--- src/rtl/sysctl_pkg.sv ---
package sysctl_pkg;

    localparam int DATA_W   = 32;
    localparam int NUM_REGS = 9;

    typedef enum logic [3:0] {
        RI_PEND    = 4'd0,
        RI_KEYED   = 4'd1,
        RI_VBASE   = 4'd2,
        RI_CFG     = 4'd3,
        RI_HCTL    = 4'd4,
        RI_FS_CFG  = 4'd5,
        RI_FS_HARD = 4'd6,
        RI_FS_DBG  = 4'd7,
        RI_SWTRIG  = 4'd8
    } reg_idx_e;

    localparam logic [15:0] WR_KEY = 16'h05FA;
    localparam logic [15:0] RD_KEY = 16'hFA05;

    // bit positions inside the pend control word
    localparam int B_NMI_SET = 31;
    localparam int B_SV_SET  = 28;
    localparam int B_SV_CLR  = 27;
    localparam int B_TK_SET  = 26;
    localparam int B_TK_CLR  = 25;

    // keyed register fields
    localparam int B_RESET_REQ = 2;
    localparam int B_GRP_LO    = 8;

    localparam logic [DATA_W-1:0] VBASE_MASK = 32'hFFFF_FF80;
    localparam logic [DATA_W-1:0] CFG_KEEP   = 32'h0000_031B;
    localparam int B_USERPEND = 1;
    localparam int B_HEN_LO   = 16;

    typedef struct packed {
        logic nmi_set;
        logic sv_set;
        logic sv_clr;
        logic tk_set;
        logic tk_clr;
    } pend_req_t;

    function automatic pend_req_t pend_decode(input logic [DATA_W-1:0] w);
        pend_req_t r;
        r.nmi_set = w[B_NMI_SET];
        r.sv_set  = w[B_SV_SET];
        r.sv_clr  = w[B_SV_CLR] & ~w[B_SV_SET];
        r.tk_set  = w[B_TK_SET];
        r.tk_clr  = w[B_TK_CLR] & ~w[B_TK_SET];
        return r;
    endfunction

    function automatic logic [DATA_W-1:0] keyed_readback(input logic [2:0] grp);
        logic [DATA_W-1:0] v;
        v = '0;
        v[31:16] = RD_KEY;
        v[B_GRP_LO +: 3] = grp;
        return v;
    endfunction

endpackage

--- src/rtl/sysctl_decode.sv ---
module sysctl_decode #(
    parameter int ADDR_W = 4,
    parameter int NREG   = 9
) (
    input  logic [ADDR_W-1:0] addr_i,
    output logic [NREG-1:0]   sel_o
);
    generate
        for (genvar g = 0; g < NREG; g++) begin : g_sel
            assign sel_o[g] = (addr_i == ADDR_W'(g));
        end
    endgenerate
endmodule

--- src/rtl/sysctl_pend_ctrl.sv ---
module sysctl_pend_ctrl
    import sysctl_pkg::*;
(
    input  logic              clk_i,
    input  logic              rst_i,
    input  logic              wr_i,
    input  logic [DATA_W-1:0] wdata_i,
    output pend_req_t         req_o
);
    pend_req_t q;

    always_ff @(posedge clk_i) begin
        if (rst_i) begin
            q <= '0;
        end else if (wr_i) begin
            q <= pend_decode(wdata_i);
        end else begin
            q <= '0;
        end
    end

    assign req_o = q;

    // a strobe only ever follows a write to the pend word
    p_strobe_cause_r2: assert property (@(posedge clk_i) disable iff (rst_i)
        (|q) |-> $past(wr_i));

    // within a pair, set and clear never fire together
    p_pair_excl_r3: assert property (@(posedge clk_i) disable iff (rst_i)
        !(q.sv_set && q.sv_clr) && !(q.tk_set && q.tk_clr));
endmodule

--- src/rtl/sysctl_w1c_word.sv ---
module sysctl_w1c_word #(
    parameter int W = 32
) (
    input  logic         clk_i,
    input  logic         rst_i,
    input  logic         clr_en_i,
    input  logic [W-1:0] clr_mask_i,
    input  logic [W-1:0] set_i,
    output logic [W-1:0] q_o
);
    logic [W-1:0] q;
    logic [W-1:0] clr_eff;

    assign clr_eff = clr_en_i ? clr_mask_i : '0;

    always_ff @(posedge clk_i) begin
        if (rst_i) q <= '0;
        else       q <= (q & ~clr_eff) | set_i;
    end

    assign q_o = q;

    // every event bit is present the cycle after it arrives
    p_hw_set_wins_r10: assert property (@(posedge clk_i) disable iff (rst_i)
        (|set_i) |=> ((q_o & $past(set_i)) == $past(set_i)));

    // cleared bits without a concurrent event are gone
    p_w1c_clear_r9: assert property (@(posedge clk_i) disable iff (rst_i)
        clr_en_i |=> ((q_o & $past(clr_mask_i & ~set_i)) == '0));
endmodule

--- src/rtl/sysctl_regs.sv ---
module sysctl_regs
    import sysctl_pkg::*;
#(
    parameter int ADDR_W  = 4,
    parameter int NUM_IRQ = 64,
    parameter int FS_W    = 32,
    parameter int IRQN_W  = 9
) (
    input  logic              clk,
    input  logic              rst,
    input  logic              wr_en,
    input  logic              rd_en,
    input  logic [ADDR_W-1:0] addr,
    input  logic [31:0]       wdata,
    input  logic              priv,
    input  logic [FS_W-1:0]   evt_cfg,
    input  logic [FS_W-1:0]   evt_hard,
    input  logic [FS_W-1:0]   evt_dbg,
    output logic [31:0]       rdata,
    output logic              nmi_pend_set,
    output logic              pendsv_pend_set,
    output logic              pendsv_pend_clr,
    output logic              systick_pend_set,
    output logic              systick_pend_clr,
    output logic              sys_reset_req,
    output logic [2:0]        prio_group,
    output logic [31:0]       vec_base,
    output logic [2:0]        fault_en,
    output logic              swtrig_valid,
    output logic [IRQN_W-1:0] swtrig_num
);
    localparam int NUM_FS = 3;

    logic [NUM_REGS-1:0] sel;
    pend_req_t           pend_q;

    logic we_pend, we_keyed, we_vbase, we_cfg, we_hctl, we_trig, we_unmapped;
    logic key_ok, trig_in_range, trig_allowed, trig_ok;
    logic [IRQN_W-1:0] trig_num_w;

    logic [2:0]        prio_q;
    logic              rstreq_q;
    logic [DATA_W-1:0] vbase_q;
    logic [DATA_W-1:0] cfg_q;
    logic [2:0]        hctl_q;
    logic              trig_v_q;
    logic [IRQN_W-1:0] trig_n_q;
    logic [DATA_W-1:0] rd_mux;
    logic [DATA_W-1:0] rdata_q;

    logic [FS_W-1:0] fs_evt [NUM_FS];
    logic [FS_W-1:0] fs_q   [NUM_FS];

    sysctl_decode #(.ADDR_W(ADDR_W), .NREG(NUM_REGS)) u_decode (
        .addr_i (addr),
        .sel_o  (sel)
    );

    assign we_pend     = wr_en & sel[RI_PEND];
    assign we_keyed    = wr_en & sel[RI_KEYED];
    assign we_vbase    = wr_en & sel[RI_VBASE];
    assign we_cfg      = wr_en & sel[RI_CFG];
    assign we_hctl     = wr_en & sel[RI_HCTL];
    assign we_trig     = wr_en & sel[RI_SWTRIG];
    assign we_unmapped = wr_en & ~(|sel);

    assign key_ok        = (wdata[31:16] == WR_KEY);
    assign trig_num_w    = wdata[IRQN_W-1:0];
    assign trig_in_range = (32'(trig_num_w) < 32'(NUM_IRQ));
    assign trig_allowed  = priv | cfg_q[B_USERPEND];
    assign trig_ok       = trig_in_range & trig_allowed;

    sysctl_pend_ctrl u_pend (
        .clk_i   (clk),
        .rst_i   (rst),
        .wr_i    (we_pend),
        .wdata_i (wdata),
        .req_o   (pend_q)
    );

    always_ff @(posedge clk) begin
        if (rst) begin
            prio_q   <= '0;
            rstreq_q <= 1'b0;
            vbase_q  <= '0;
            cfg_q    <= '0;
            hctl_q   <= '0;
            trig_v_q <= 1'b0;
            trig_n_q <= '0;
        end else begin
            rstreq_q <= we_keyed & key_ok & wdata[B_RESET_REQ];
            if (we_keyed && key_ok) prio_q <= wdata[B_GRP_LO +: 3];
            if (we_vbase) vbase_q <= wdata & VBASE_MASK;
            if (we_cfg)   cfg_q   <= wdata & CFG_KEEP;
            if (we_hctl)  hctl_q  <= wdata[B_HEN_LO +: 3];
            trig_v_q <= we_trig & trig_ok;
            if (we_trig && trig_ok) trig_n_q <= trig_num_w;
        end
    end

    assign fs_evt[0] = evt_cfg;
    assign fs_evt[1] = evt_hard;
    assign fs_evt[2] = evt_dbg;

    generate
        for (genvar k = 0; k < NUM_FS; k++) begin : g_fs
            sysctl_w1c_word #(.W(FS_W)) u_fs (
                .clk_i      (clk),
                .rst_i      (rst),
                .clr_en_i   (wr_en & sel[int'(RI_FS_CFG) + k]),
                .clr_mask_i (wdata[FS_W-1:0]),
                .set_i      (fs_evt[k]),
                .q_o        (fs_q[k])
            );
        end
    endgenerate

    always_comb begin
        rd_mux = '0;
        if (sel[RI_KEYED])   rd_mux = keyed_readback(prio_q);
        if (sel[RI_VBASE])   rd_mux = vbase_q;
        if (sel[RI_CFG])     rd_mux = cfg_q;
        if (sel[RI_HCTL])    rd_mux[B_HEN_LO +: 3] = hctl_q;
        if (sel[RI_FS_CFG])  rd_mux = DATA_W'(fs_q[0]);
        if (sel[RI_FS_HARD]) rd_mux = DATA_W'(fs_q[1]);
        if (sel[RI_FS_DBG])  rd_mux = DATA_W'(fs_q[2]);
    end

    always_ff @(posedge clk) begin
        if (rst)        rdata_q <= '0;
        else if (rd_en) rdata_q <= rd_mux;
    end

    assign rdata            = rdata_q;
    assign nmi_pend_set     = pend_q.nmi_set;
    assign pendsv_pend_set  = pend_q.sv_set;
    assign pendsv_pend_clr  = pend_q.sv_clr;
    assign systick_pend_set = pend_q.tk_set;
    assign systick_pend_clr = pend_q.tk_clr;
    assign sys_reset_req    = rstreq_q;
    assign prio_group       = prio_q;
    assign vec_base         = vbase_q;
    assign fault_en         = hctl_q;
    assign swtrig_valid     = trig_v_q;
    assign swtrig_num       = trig_n_q;

    // a write with a bad key leaves the group and raises no reset
    p_key_guard_r4: assert property (@(posedge clk) disable iff (rst)
        (we_keyed && !key_ok) |=> ($stable(prio_group) && !sys_reset_req));

    // vector base moves only on its own write
    p_vbase_hold_r6: assert property (@(posedge clk) disable iff (rst)
        !$past(we_vbase) |-> $stable(vec_base));

    // configuration changes only on its own write
    p_cfg_hold_r7: assert property (@(posedge clk) disable iff (rst)
        !$past(we_cfg) |-> $stable(cfg_q));

    // a trigger never names an unimplemented interrupt
    p_trig_range_r11: assert property (@(posedge clk) disable iff (rst)
        swtrig_valid |-> (32'(swtrig_num) < 32'(NUM_IRQ)));

    // a trigger needs privilege or the user-pend permission
    p_trig_gate_r12: assert property (@(posedge clk) disable iff (rst)
        swtrig_valid |-> ($past(priv) || $past(cfg_q[B_USERPEND])));

    // unmapped writes leave the configuration outputs alone
    p_unmapped_r13: assert property (@(posedge clk) disable iff (rst)
        we_unmapped |=> ($stable(prio_group) && $stable(vec_base) && $stable(fault_en)));
endmodule

--- config.mk ---
export PLATFORM = sky130hd
export DESIGN_NAME = sysctl_regs
export DESIGN_NICKNAME = d
export VERILOG_FILES = /design/src/rtl/sysctl_pkg.sv /design/src/rtl/sysctl_decode.sv /design/src/rtl/sysctl_pend_ctrl.sv /design/src/rtl/sysctl_w1c_word.sv /design/src/rtl/sysctl_regs.sv
export SDC_FILE = /design/constraint.sdc
export NUM_CORES = 1
export LEC_CHECK = 0
export BUFFER_PORTS_ARGS = -buffer_cell sky130_fd_sc_hd__buf_2
export CORE_UTILIZATION = 30
export CTS_CLUSTER_DIAMETER = 150
export DETAILED_ROUTE_END_ITERATION = 16
export PLACE_DENSITY = 0.58
export SYNTH_ARGS = -nofsm -noshare
export SYNTH_HDL_FRONTEND = slang
export SYNTH_SLANG_ARGS = --single-unit
--- constraint.sdc ---
create_clock -name clk -period 2.4 [get_ports clk]
set_input_delay 0.24 -clock clk [delete_from_list [all_inputs] [get_ports clk]]
set_output_delay 0.24 -clock clk [all_outputs]
set_load 0.02 [all_outputs]
==> results.py <==
metrics = {
    "drt": {
        "drt_pre_antenna_iters": 5,
        "detail_route.wl_per_cell_um": 18.73,
        "drt_iter0_markers": 557,
        "drcViolationCount": 0,
        "ant_nets": 0,
        "via_count": 7354,
        "drt-total-wl_um": 27120,
        "via_per_inst": 5.079,
    },
    "floorplan": {
        "design.die.area_mm2": 0.02651,
        "fp.dieH_um": 162.8,
        "die_w_um": 162.8,
        "num_rows": 58,
        "initial_core_util_pct": 30.72,
        "core-area_mm2": 0.02525,
        "io_pins": 223,
    },
    "timing": {
        "setup-tns-final_ns": 0,
        "slew_violations": 0,
        "report.final.setup_viol": 0,
        "timing.final.crit_period_ns": 1.585,
        "postLayoutSetupSlackWorst_ns": 0.8151,
        "hold_viol_final": 0,
        "worst_clock_skew_ns": 0.01953,
        "worst_pin_slew_ns": 0.6141,
        "rsz0062_at_grt": "no",
        "fin_crit_sh_pct": 66.04,
        "max_freq_mhz": 631.0,
        "worst_slew_margin_rel_pct": 59.06,
    },
    "power": {
        "worst_ir_drop_vdd_mv": 0.5653,
        "pwr_density_cell_mw_per_mm2": 708.9,
        "power_leakage_uw": 0.003942,
    },
    "final_layout": {
        "layout_commonest_cell": "sky130_fd_sc_hd__buf_2",
        "drive_gt1_share_pct": 27.28,
        "top_library_cells_by_usage_in_the_layout_fill_and_taps_aside": "214 x sky130_fd_sc_hd__buf_2, 181 x sky130_fd_sc_hd__dfxtp_1, 156 x sky130_fd_sc_hd__nor2_1",
        "insertedDiodeCount": 0,
        "layout_overhead_on_the_synthesized_area_pct": 24.82,
        "fin_nets": 1242,
    },
    "synth": {
        "seq_area_frac_synth_pct": 46.70,
        "synth_top_cell_by_area": "sky130_fd_sc_hd__dfxtp_1",
        "dominant_register_cell_in_the_synthesized_netlist": "sky130_fd_sc_hd__dfxtp_1",
        "count_of_state_elements_after_synthesis": 181,
        "mappedNetlistArea_mm2": 0.007759,
        "dominant_cells_by_area_after_synthesis": "sky130_fd_sc_hd__dfxtp_1 47%, sky130_fd_sc_hd__a21oi_1 8.9%, sky130_fd_sc_hd__nor2_1 7.5%",
        "synth_async_sr_flop_share_pct": 0,
        "synthesis.area_per_instance_um2": 8.452,
        "post_synth_inst_count": 918,
        "yosysUniqueCellTypes": 57,
        "netlist.area_leader.share_pct": 46.70,
        "synth.yosys.warnings": 0,
        "synth_enable_flop_cells": 0,
    },
    "clock_tree": {
        "cts.path.max_buffers": 2,
        "clkLatencyLatePin_ns": 0.44,
        "cts_tree": "done",
        "hold_buffers": 3,
        "clk_pin_slew_ns": 0.07,
        "cts_root_cell": "sky130_fd_sc_hd__clkbuf_16",
        "cts_buffers": 17,
        "clkSinkCount": 181,
        "ctsHtreeMaxLevel": 4,
        "cts_setup_buffers": 0,
        "cts_resized": 0,
    },
    "setup_path": {
        "worstPathArrival_ns": 1.86,
        "critPathBufInv": 2,
        "worst_path_maximum_fanout": 21,
        "reg2reg_slack_ns": 1.03,
        "critPathRequiredTime_ns": 2.68,
        "endpoint_kind": "register",
        "timing.critical_path.cells": "buf_2, nor2b_1, nand2_1, buf_4, nand2_1, a21oi_1",
        "crit_path_top_cell_by_count": "sky130_fd_sc_hd__nand2_1",
        "worst-setup-path-type": "primary input to register",
        "critical_path.top_delay_family": "simple AND/OR/NAND/NOR gates",
        "crit_path_top_delay_cell": "sky130_fd_sc_hd__nor2b_1",
        "worst_setup_sp_type": "primary input",
        "critPathMaxStageDelay_ns": 0.56,
    },
    "status": {
        "outcome": "finished clean",
    },
    "placed_design": {
        "numPortBuffers": 215,
        "gp_congestion": 0.7934,
        "place_hpwl_um": 19050,
        "post-place-ws_ns": 0.4336,
    },
    "global_route": {
        "grt_antenna_before_repair": 1,
        "globalRouteOverflowTotal": 0,
        "grt_max_degree": 74,
        "global_route_wire_length_before_repair_um": 41490,
        "number_of_global_route_vias_before_repair": 7092,
        "globalRouteTotalUtil_pct": 20.60,
    },
    "hold_path": {
        "min-delay-path-class": "primary input to register",
    },
    "job": {
        "max_cap_violations": 0,
    },
}
==> worst min-delay path: cells and delay by family <==
family,cells,cell delay [ns]
buffers and inverters,1,0.07
and+or+nand+nor,1,0.06
AOI/OAI and AO/OA,1,0.03
==> path summary, 6_finish.rpt <==
| kind | start | end | cells past startpoint |
|---|---|---|---|
| worst max-delay path | addr[1] | vec_base[28]$_SDFFE_PP0P_ | 6 |
| worst min-delay path | evt_dbg[21] | g_fs[2].u_fs.q_o[21]$_SDFF_PP0_ | 3 |
| worst max register to register | cfg_q[1]$_SDFFE_PP0P_ | swtrig_num[0]$_SDFFE_PP0P_ | 3 |
| worst min register to register | rdata[29]$_SDFFE_PP0P_ | rdata[29]$_SDFFE_PP0P_ | 2 |
==> state kept, by name (all words and copies together) (netlist names) <==
signal         cells
vec_base          25
fault_en           3
sys_reset_req      1
swtrig_valid       1
rdata             32
cfg_q              6
g_fs.u_fs.q_o     96
prio_group         3
swtrig_num         9
u_pend.req_o       5
==> stage by stage <==
stage / area (µm²) / hold slack (ns) / instances / total power (µW) / util, %
after global placement: 9074 / 0.4308 / 1413 / 4078 / 35.93
after CTS: 9684 / 0.0001735 / 1448 / 6917 / 38.35
after global routing: 9684 / 0.007897 / 1448 / 7127 / 38.35
final: 9684 / 0.007770 / 1448 / 6866 / 38.35
after floorplan: 7781 / 0.3574 / 924 / 3746 / -
after detailed placement: 9074 / 0.4387 / 1413 / 4087 / 35.93
==> synthesized netlist by cell type, types with 4 or more instances <==
master                      instances
sky130_fd_sc_hd__o41ai_1            5
sky130_fd_sc_hd__nand2b_1          18
sky130_fd_sc_hd__buf_4             19
sky130_fd_sc_hd__nand3_1          101
sky130_fd_sc_hd__o22ai_1            8
sky130_fd_sc_hd__nor2b_1           15
sky130_fd_sc_hd__a22oi_1            6
sky130_fd_sc_hd__nor2_1           156
sky130_fd_sc_hd__o2bb2ai_1         15
sky130_fd_sc_hd__a21oi_1          138
sky130_fd_sc_hd__a22o_1             7
sky130_fd_sc_hd__clkbuf_1          33
sky130_fd_sc_hd__a221oi_1           4
sky130_fd_sc_hd__and2_1             6
sky130_fd_sc_hd__dfxtp_1          181
sky130_fd_sc_hd__buf_1              7
sky130_fd_sc_hd__nand2_1           77
sky130_fd_sc_hd__mux2_2             4
sky130_fd_sc_hd__a311oi_2          10
sky130_fd_sc_hd__o21ai_0            4
sky130_fd_sc_hd__buf_6              8
sky130_fd_sc_hd__buf_2             15
sky130_fd_sc_hd__mux2i_1           18
sky130_fd_sc_hd__a311oi_1           7
sky130_fd_sc_hd__o211ai_1          13
sky130_fd_sc_hd__and3b_1            4
==> routing by layer <==
metal	GRT usage, %	vias to the layer above	wire (µm)	share of wire, %
met3	3.972	17	1872	6.9
li1	-	3579	-	-
met1	28.01	3495	12570	46
met5	0	-	10	0.037
met2	33.68	261	12490	46
met4	4.248	2	184	0.68
==> cells by family (layout without fill, tap and decap cells) <==
logic type / after synthesis / count (layout) / share of synthesized area (%)
mux: 22 / 22 / 2.903
simple gates: 400 / 400 / 24.69
other cells: 1 / 7 / 0.04833
flops: 181 / 181 / 46.70
compound gates: 232 / 232 / 19.75
buf+inv: 82 / 276 / 5.902
==> area by class of cell <==
cell class	count	area, µm²
Clock buffer	18	429.2
Clock inverter	14	151.4
Fill cell	2663	15570
Multi-Input combinational cell	661	3710
Sequential cell	181	3623
Tap cell	330	412.9
Timing Repair Buffer	244	1358
==> power by group <==
| part | leakage (µW) | switching, µW | internal [µW] |
|---|---|---|---|
| combinational | 0.00217 | 491 | 295 |
| clock | 0.000275 | 1290 | 1550 |
| sequential | 0.00150 | 82.7 | 3150 |
| total | 0.00394 | 1870 | 5000 |
Note: power is estimated with default switching activity, not from simulation.
